$ cat config.mk
export PLATFORM = sky130hd
export DESIGN_NAME = reply_gate_ctrl
export DESIGN_NICKNAME = d
export VERILOG_FILES = /design/src/rtl/rgc_pkg.sv /design/src/rtl/rgc_oneshot.sv /design/src/rtl/rgc_gate_flag.sv /design/src/rtl/reply_gate_ctrl.sv
export SDC_FILE = /design/constraint.sdc
export NUM_CORES = 1
export LEC_CHECK = 0
export ABC_CLOCK_PERIOD_IN_PS = 1250
export BUFFER_PORTS_ARGS = -buffer_cell sky130_fd_sc_hd__buf_2
export CAP_MARGIN = 20
export CORE_MARGIN = 4
export CORE_UTILIZATION = 44
export DETAILED_ROUTE_END_ITERATION = 6
export GPL_TIMING_DRIVEN = 0
export PLACE_DENSITY = 0.7
export SETUP_SLACK_MARGIN = 0.4
export SLEW_MARGIN = 5
export SYNTH_ARGS = -nofsm -noshare
export SYNTH_HDL_FRONTEND = slang
export SYNTH_SLANG_ARGS = --single-unit
$ cat constraint.sdc
create_clock -name clk -period 1.25 [get_ports clk]
set_input_delay 0.3125 -clock clk [delete_from_list [all_inputs] [get_ports clk]]
set_output_delay 0.3125 -clock clk [all_outputs]
set_load 0.01 [all_outputs]
$ cat src/rtl/rgc_pkg.sv
package rgc_pkg;
  // Width of a counter that must hold values 0 .. n-1.
  function automatic int unsigned cnt_bits(input int unsigned n);
    return (n > 1) ? $clog2(n) : 1;
  endfunction
endpackage

$ cat src/rtl/rgc_oneshot.sv
module rgc_oneshot #(
  parameter int unsigned LEN    = 18,
  parameter bit          RETRIG = 1'b1
) (
  input  logic clk,
  input  logic rst,
  input  logic trig,
  output logic active,
  output logic expire
);
  import rgc_pkg::*;
  localparam int unsigned CW = cnt_bits(LEN);
  localparam logic [CW-1:0] LAST = CW'(LEN - 1);

  logic [CW-1:0] cnt_q;
  logic          act_q;
  logic          start;
  logic          at_last;

  generate
    if (RETRIG) begin : g_retrig
      assign start = trig;
    end else begin : g_hold
      assign start = trig && !act_q;
    end
  endgenerate

  assign at_last = act_q && (cnt_q == LAST);
  assign expire  = at_last && !start;
  assign active  = act_q;

  always_ff @(posedge clk) begin
    if (rst) begin
      act_q <= 1'b0;
      cnt_q <= '0;
    end else if (start) begin
      act_q <= 1'b1;
      cnt_q <= '0;
    end else if (at_last) begin
      act_q <= 1'b0;
      cnt_q <= '0;
    end else if (act_q) begin
      cnt_q <= cnt_q + CW'(1);
    end
  end

  // the pulse ends only after the full length
  a_r8_full_length: assert property (@(posedge clk) disable iff (rst)
    $fell(act_q) |-> ($past(cnt_q) == LAST));
endmodule

$ cat src/rtl/rgc_gate_flag.sv
module rgc_gate_flag #(
  parameter int unsigned NTERM = 3
) (
  input  logic             clk,
  input  logic             rst,
  input  logic             dec_clr,
  input  logic [NTERM-1:0] term,
  input  logic             set,
  output logic             q
);
  logic q_r;
  assign q = q_r;

  always_ff @(posedge clk) begin
    if (rst)                    q_r <= 1'b0;
    else if (dec_clr || |term)  q_r <= 1'b0;
    else if (set)               q_r <= 1'b1;
  end

  // terminate wins, the flag is clear one cycle later
  a_r5_term_wins: assert property (@(posedge clk) disable iff (rst)
    (|term) |=> !q_r);
  // decode strobe clears the flag
  a_r2_dec_clears: assert property (@(posedge clk) disable iff (rst)
    dec_clr |=> !q_r);
endmodule

$ cat src/rtl/reply_gate_ctrl.sv
module reply_gate_ctrl #(
  parameter int unsigned DELAY_CYC = 18,
  parameter int unsigned SHAPE_CYC = 7
) (
  input  logic clk,
  input  logic rst,
  input  logic dec_en,
  input  logic term_line,
  input  logic term_count,
  input  logic term_timing,
  input  logic self_test,
  input  logic mode_special,
  input  logic enc_en,
  input  logic vid_in,
  output logic gate_open,
  output logic read_trig,
  output logic shp_true,
  output logic shp_comp,
  output logic ext_vid
);
  localparam int unsigned NTERM = 3;

  logic             dly_active;
  logic             dly_expire;
  logic             flag_q;
  logic             trig_q;
  logic [NTERM-1:0] term_vec;
  logic             main_en;
  logic             gated;
  logic             gated_q;
  logic             shp_start;
  logic             shp_active;
  logic             shp_expire;

  assign term_vec = {term_timing, term_count, term_line};

  // post-interrogation delay, restarted by every decode strobe
  rgc_oneshot #(.LEN(DELAY_CYC), .RETRIG(1'b1)) u_delay (
    .clk    (clk),
    .rst    (rst),
    .trig   (dec_en),
    .active (dly_active),
    .expire (dly_expire)
  );

  rgc_gate_flag #(.NTERM(NTERM)) u_flag (
    .clk     (clk),
    .rst     (rst),
    .dec_clr (dec_en),
    .term    (term_vec),
    .set     (dly_expire),
    .q       (flag_q)
  );

  always_ff @(posedge clk) begin
    if (rst) trig_q <= 1'b0;
    else     trig_q <= dly_expire;
  end

  // main gate source: encode-enable in self-test, flag otherwise
  always_comb begin
    if (mode_special)   main_en = 1'b0;
    else if (self_test) main_en = enc_en;
    else                main_en = flag_q;
  end

  assign gated = vid_in && main_en;

  always_ff @(posedge clk) begin
    if (rst) gated_q <= 1'b0;
    else     gated_q <= gated;
  end

  assign shp_start = gated && !gated_q;

  rgc_oneshot #(.LEN(SHAPE_CYC), .RETRIG(1'b0)) u_shaper (
    .clk    (clk),
    .rst    (rst),
    .trig   (shp_start),
    .active (shp_active),
    .expire (shp_expire)
  );

  assign gate_open = main_en;
  assign read_trig = trig_q;
  assign shp_true  = shp_active;
  assign shp_comp  = !shp_active;
  assign ext_vid   = mode_special && flag_q && vid_in;

  // the flag can only rise together with the read trigger
  a_r3_rise_with_trig: assert property (@(posedge clk) disable iff (rst)
    $rose(flag_q) |-> trig_q);
  // special mode never opens the main gate
  a_r7_special_shut: assert property (@(posedge clk) disable iff (rst)
    mode_special |-> !gate_open);
  // shaper outputs stay complementary
  a_r8_complement: assert property (@(posedge clk) disable iff (rst)
    shp_true != shp_comp);
  // an edge during an active pulse does not restart it
  a_r9_no_restart: assert property (@(posedge clk) disable iff (rst)
    (shp_active && shp_start && !shp_expire) |=> shp_active);
endmodule

==> impl_metrics.tcl, run 1 <==
set metrics [dict create \
    finalHoldViolCount 0 \
    grt_pass1_vias 553 \
    die_area_sq_um 2082 \
    synth-seq-cells 13 \
    hold_ws_ns 0.2831 \
    drive_gt1_share_pct 62.77 \
    portBuffers 14 \
    antenna_found_initial 0 \
    tightestPinTransition_ns 0.2523 \
    routed_via_density 5.404 \
    rsz0062_at_grt "yes" \
    maxCapViolCount 0 \
    synth_common_cells "dfxtp_1, nor2_1, ha_1, inv_1, o21a_1" \
    rr_worst_depth 5 \
    synth_edf_count 0 \
    synth_top_area_share_pct 41.77 \
    h-tree-depth 1 \
    synth_ff_type "dfxtp_1" \
    synth.area.top_cells "dfxtp_1, ha_1, o21a_1, nor2_1, mux2i_1" \
    crit_type "register to register" \
    cts_tree "yes" \
    place_hpwl_um 938.1 \
    grt_pass1_wl_um 2346 \
    setup_ws_ns -0.04728 \
    p_per_area_nw_per_um2 800.8 \
    syn-num-nets 78 \
    fin_worst_skew_ns 0.0005763 \
    grtUsageTotal_pct 16.26 \
    worstPathArrival_ns 1.47 \
    dp.cells 93 \
    r2r_start "u_shaper.cnt_q[0]$_SDFFE_PP0P_" \
    synth_top_area_cell "dfxtp_1" \
    clock_path_buffers 2 \
    overflow 0 \
    finalWirelength_um 1639 \
    die_h_um 45.63 \
    clk-insertion-delay-late_ns 0.27 \
    nNetsFinal 109 \
    placed_area_sq_um 779.5 \
    cp.required_ns 1.42 \
    area_growth_pct 61.04 \
    syn-cell-area_sq_um 623.1 \
    final_cells 109 \
    clkTransAtPathRegs_ns 0.08 \
    clockRootBuffer "clkbuf_4" \
    start_util_pct 47.29 \
    ant_nets 0 \
    cts.sinks 13 \
    fin_area_sq_um 1003 \
    crit_path_start "u_shaper.cnt_q[0]$_SDFFE_PP0P_" \
    postCtsHoldBufs 0 \
    ys_seq_area_share_pct 41.77 \
    irDropWorstVdd_uv 596.4 \
    gp_congestion 0.7241 \
    drv_slew 0 \
    maxSlewHeadroom_pct 83.03 \
    async_flop_share_pct 0 \
    status "finished with violations" \
    violations "setup timing" \
    max_freq_ghz 0.7708 \
    diodes 0 \
    rows 13 \
    worstSetupEndpointType "register" \
    drc 0 \
    ff2ff_setup_slack_ns -0.05 \
    die_x_um 45.63 \
    cp_max_fo 2 \
    wire_per_inst_um 15.04 \
    pin_count 15 \
    core_sq_um 1318 \
    leakage_uw 0.0004167 \
    yosysMostFrequentCell "dfxtp_1" \
    synthCells 64 \
    ys_types 31 \
    timing.rr.end "u_shaper.cnt_q[0]$_SDFFE_PP0P_" \
    vias 589 \
    fin_crit_sh_pct 103.8 \
    synth_area_per_cell_sq_um 9.736 \
    fill_cells 87 \
    setup-violations-final 3 \
    hold_path.class "primary input to register" \
    cp-endpoint "u_shaper.cnt_q[0]$_SDFFE_PP0P_" \
    drtIter0Drc 3 \
    period_minus_slack_ns 1.297 \
    grt_start_max_net_pins 11 \
    start_kind "register" \
    drt_pre_antenna_iters 2 \
    yosys_warnings 0 \
    cts_buffers 3 \
]
[routing by layer]
| metal | share of wire, % | up-vias | global-route usage [%] |
|---|---|---|---|
| met4 | 1.6 | 0 | 8.772 |
| met3 | 5.4 | 4 | 4.743 |
| li1 | - | 291 | - |
| met2 | 50 | 15 | 27.30 |
| met1 | 43 | 279 | 18.18 |
| met5 | 0 | - | 0 |
[report_power, final]
| part | switching, uW | internal (uW) |
|---|---|---|
| sequential | 7.08 | 419 |
| clock | 136 | 124 |
| combinational | 53.5 | 63.9 |
| total | 197 | 607 |
[layout by cell type (no fill, tap or decap), types with 3 or more instances in the layout]
cell / count
o21a_1: 4
clkbuf_4: 3
ha_4: 3
buf_4: 8
buf_2: 12
dfxtp_1: 7
buf_6: 6
dfxtp_2: 4
nor2_1: 5
[kinds of logic after synthesis]
| family | after synthesis | synth area share, % |
|---|---|---|
| simple gates | 29 | 29.72 |
| flops | 13 | 41.77 |
| compound gates | 9 | 11.45 |
| buf+inv | 5 | 3.011 |
| fa+ha+maj | 4 | 8.032 |
| xor+xnor | 2 | 2.812 |
| mux | 2 | 3.213 |
[how the worst min path moves through the flow]
stage,start,endpoint,cells after the start
after global routing,term_line,u_flag.q$_SDFFE_PP0P_,3
after global placement,u_delay.cnt_q[2]$_SDFFE_PP0P_,u_delay.cnt_q[2]$_SDFFE_PP0P_,2
after CTS,term_timing,u_flag.q$_SDFFE_PP0P_,3
after detailed placement,u_delay.cnt_q[2]$_SDFFE_PP0P_,u_delay.cnt_q[2]$_SDFFE_PP0P_,2
final,term_timing,u_flag.q$_SDFFE_PP0P_,3
after floorplan,rst,u_shaper.cnt_q[0]$_SDFFE_PP0P_,1
[state kept, by name, summed over array words and instances (netlist names)]
signal / count
u_delay.cnt_q: 5
u_delay.active: 1
gated_q: 1
u_shaper.cnt_q: 3
u_shaper.active: 1
read_trig: 1
u_flag.q: 1
[through the flow]
stage               worst slack, ns   TNS, ns  power (uW)  util, %
finish                     -0.04728  -0.09698       803.6    76.16
global placement           -0.01209  -0.02390       508.9    59.16
CTS                        -0.03516  -0.05858       793.2    70.56
detailed placement         -0.04786  -0.08115       511.7    59.16
global route               -0.08509   -0.2744       849.4    76.16
floorplan                   0.03381         0       477.7        -
[worst max-delay path: stages (launching register included)]
cell and delay, ns:
dfxtp_2 0.34, inv_2 0.05, ha_4 0.15, and2_4 0.15
or4_4 0.43, o41ai_4 0.07
[cell type report]
cell class	count	area, sq um	area share (%)
repair buffers	26	187.7	18.70
multi-input cells	46	466.7	46.51
clock buffers	4	26.28	2.618
inverters	4	17.52	1.746
plain buffers	1	13.76	1.372
well taps	15	18.77	1.870
flip-flops and latches	13	272.8	27.18
[repair_timing]
action                     in CTS  in global routing
gates resized for setup        16                  8
hold endpoints to repair        0                  0
setup buffers                   9                  3
pin swaps                       6                  7
setup endpoints to repair      18                 17
(Power assumes the default switching activity.)
==> inputs of run 2 (changes only) <==
CELL_PAD_IN_SITES_DETAIL_PLACEMENT = 0   (was default)
CELL_PAD_IN_SITES_GLOBAL_PLACEMENT = 2   (was default)
CORE_UTILIZATION = 27   (was 44)
PLACE_DENSITY = default   (was 0.7)
PLACE_DENSITY_LB_ADDON = 0.1   (was default)
==> run 2 against run 1 <==
Against the previous run: the flow still finishes with violations (setup timing); hold slack got worse by 0.0061 ns; routed wire length fell by 15%; critical path type is now register to primary output; fmax rose by 3.0%; total power fell by 2.3%.
==> impl_metrics.tcl, run 2 (synthesized netlist as in run 1, its figures left out) <==
set metrics [dict create \
    vias 554 \
    grt_pass1_vias 550 \
    die_area_sq_um 3140 \
    critPathTopFamily "flip-flops" \
    cp_max_fo 3 \
    setup-tns-final_ns -0.02121 \
    fill_cells 230 \
    postCtsHoldBufs 0 \
    reg_top3 "u_delay.cnt_q x5, u_shaper.cnt_q x3" \
    drt_pre_antenna_iters 4 \
    setup-violations-final 3 \
    diodes 0 \
    tightestPinTransition_ns 0.3236 \
    place_worst_setup_slack_ns -0.03010 \
    max_stage_delay_ns 0.34 \
    hold_path.class "primary input to register" \
    slowest_stage "dfxtp_2" \
    h-tree-depth 1 \
    p_switching_uw 183.5 \
    grtUsageTotal_pct 9.691 \
    gp_congestion 0.6759 \
    rows 17 \
    maxSlewHeadroom_pct 78.34 \
    utilization_pct 44.91 \
    power_uw 784.7 \
    largest_register "u_delay.cnt_q" \
    area_growth_pct 59.44 \
    wire_per_inst_um 11.37 \
    die_x_um 56.04 \
    clock_path_buffers 2 \
    place_hpwl_um 957.4 \
    final_cells 123 \
    pin_count 15 \
    route.met3.wl_um 79 \
    finalWirelength_um 1399 \
    die_h_um 56.04 \
    p_per_area_nw_per_um2 789.9 \
    drc 0 \
    p_int_uw 601.2 \
    drv_slew 0 \
    cp.required_ns 0.94 \
    clk-insertion-delay-late_ns 0.27 \
    period_minus_slack_ns 1.260 \
    p_clk_share_pct 32.6 \
    irDropWorstVdd_uv 513.2 \
    p_seq_share_pct 54.3 \
    maxCapViolCount 0 \
    met1_length_um 712 \
    drive_gt1_share_pct 64.21 \
    critPathBufInv 1 \
    portBuffers 14 \
    crit_type "register to primary output" \
    nNetsFinal 110 \
    cts_tree "yes" \
    grt_pass1_wl_um 2408 \
    leakage_uw 0.0004175 \
    antenna_found_initial 0 \
    dp.cells 106 \
    largest_reg_flops 5 \
    power_frac_comb_pct 13.1 \
    grt_start_max_net_pins 11 \
    finalHoldViolCount 0 \
    wl_met2_um 588 \
    fin_crit_sh_pct 100.8 \
    ant_nets 0 \
    max_freq_ghz 0.7937 \
    final_cell_mix "buf_2, buf_4, dfxtp_1" \
    cts.sinks 13 \
    violations "setup timing" \
    switching_share_pct 23.38 \
    clockRootBuffer "clkbuf_4" \
    rsz0062_at_grt "yes" \
    crit_chain "mux2i_4, nor2_2, buf_2" \
    core_sq_um 2212 \
    highest_layer "met4" \
    overflow 0 \
    status "finished with violations" \
    routed_via_density 4.504 \
    cts_buffers 3 \
    start_kind "register" \
    drtIter0Drc 4 \
    start_util_pct 28.17 \
    worstSetupEndpointType "primary output" \
    setup_ws_ns -0.009903 \
    fin_worst_skew_ns 0.003486 \
    worstPathArrival_ns 0.95 \
    clkTransAtPathRegs_ns 0.08 \
]
==> run 2: cell type report <==
cell class	count	area [sq um]	share of cell area, %
multi-input combinational	46	434.2	43.70
sequential	13	274.0	27.58
inverter	4	15.01	1.511
tap	28	35.03	3.526
buffer	1	15.01	1.511
timing repair buffer	27	193.9	19.52
clock buffer	4	26.28	2.645
==> run 2: final timing paths <==
path / startpoint / to / slack, ns / depth (start not counted)
worst min register to register: u_flag.q$_SDFFE_PP0P_ / u_flag.q$_SDFFE_PP0P_ / 0.50 / 1
worst min-delay path: term_timing / u_flag.q$_SDFFE_PP0P_ / 0.28 / 3
worst max register to register: u_delay.cnt_q[1]$_SDFFE_PP0P_ / u_delay.active$_SDFFE_PP0P_ / -0.01 / 5
worst max-delay path: u_flag.q$_SDFFE_PP0P_ / gate_open / -0.01 / 3
==> run 2: worst reg2reg max path, cell delays in order, from the launching register on <==
cell and delay [ns]:
dfxtp_2 0.33, inv_2 0.07, ha_4 0.11, and4bb_4 0.27, and2b_2 0.22, o21a_1 0.16
==> run 2: power groups by stage <==
stage	Sequential, uW	Clock, uW	Combinational, uW
CTS	427	267	98.4
global route	428	285	112
global placement	437	0	74.8
floorplan	436	0	41.7
finish	426	256	103
detailed placement	437	0	74.3
==> run 2: what timing repair did <==
action / CTS / global route
resized for setup: 16 / 5
setup buffers: 9 / 4
pin swaps: 3 / 4
setup endpoints to repair: 17 / 17
==> run 2: per-layer routing <==
layer	vias up	global-route usage [%]
met5	-	0
met4	0	6.102
met3	2	2.552
met2	12	13.19
met1	247	13.26
li1	293	-
==> run 2: stage by stage <==
step                      instance area, sq um  hold WS [ns]
after CTS                                948.4        0.2726
final                                    993.5        0.2770
after global placement                   795.8        0.4986
after global routing                     993.5        0.2792
after detailed placement                 795.8        0.4870
after floorplan                          690.7        0.4072
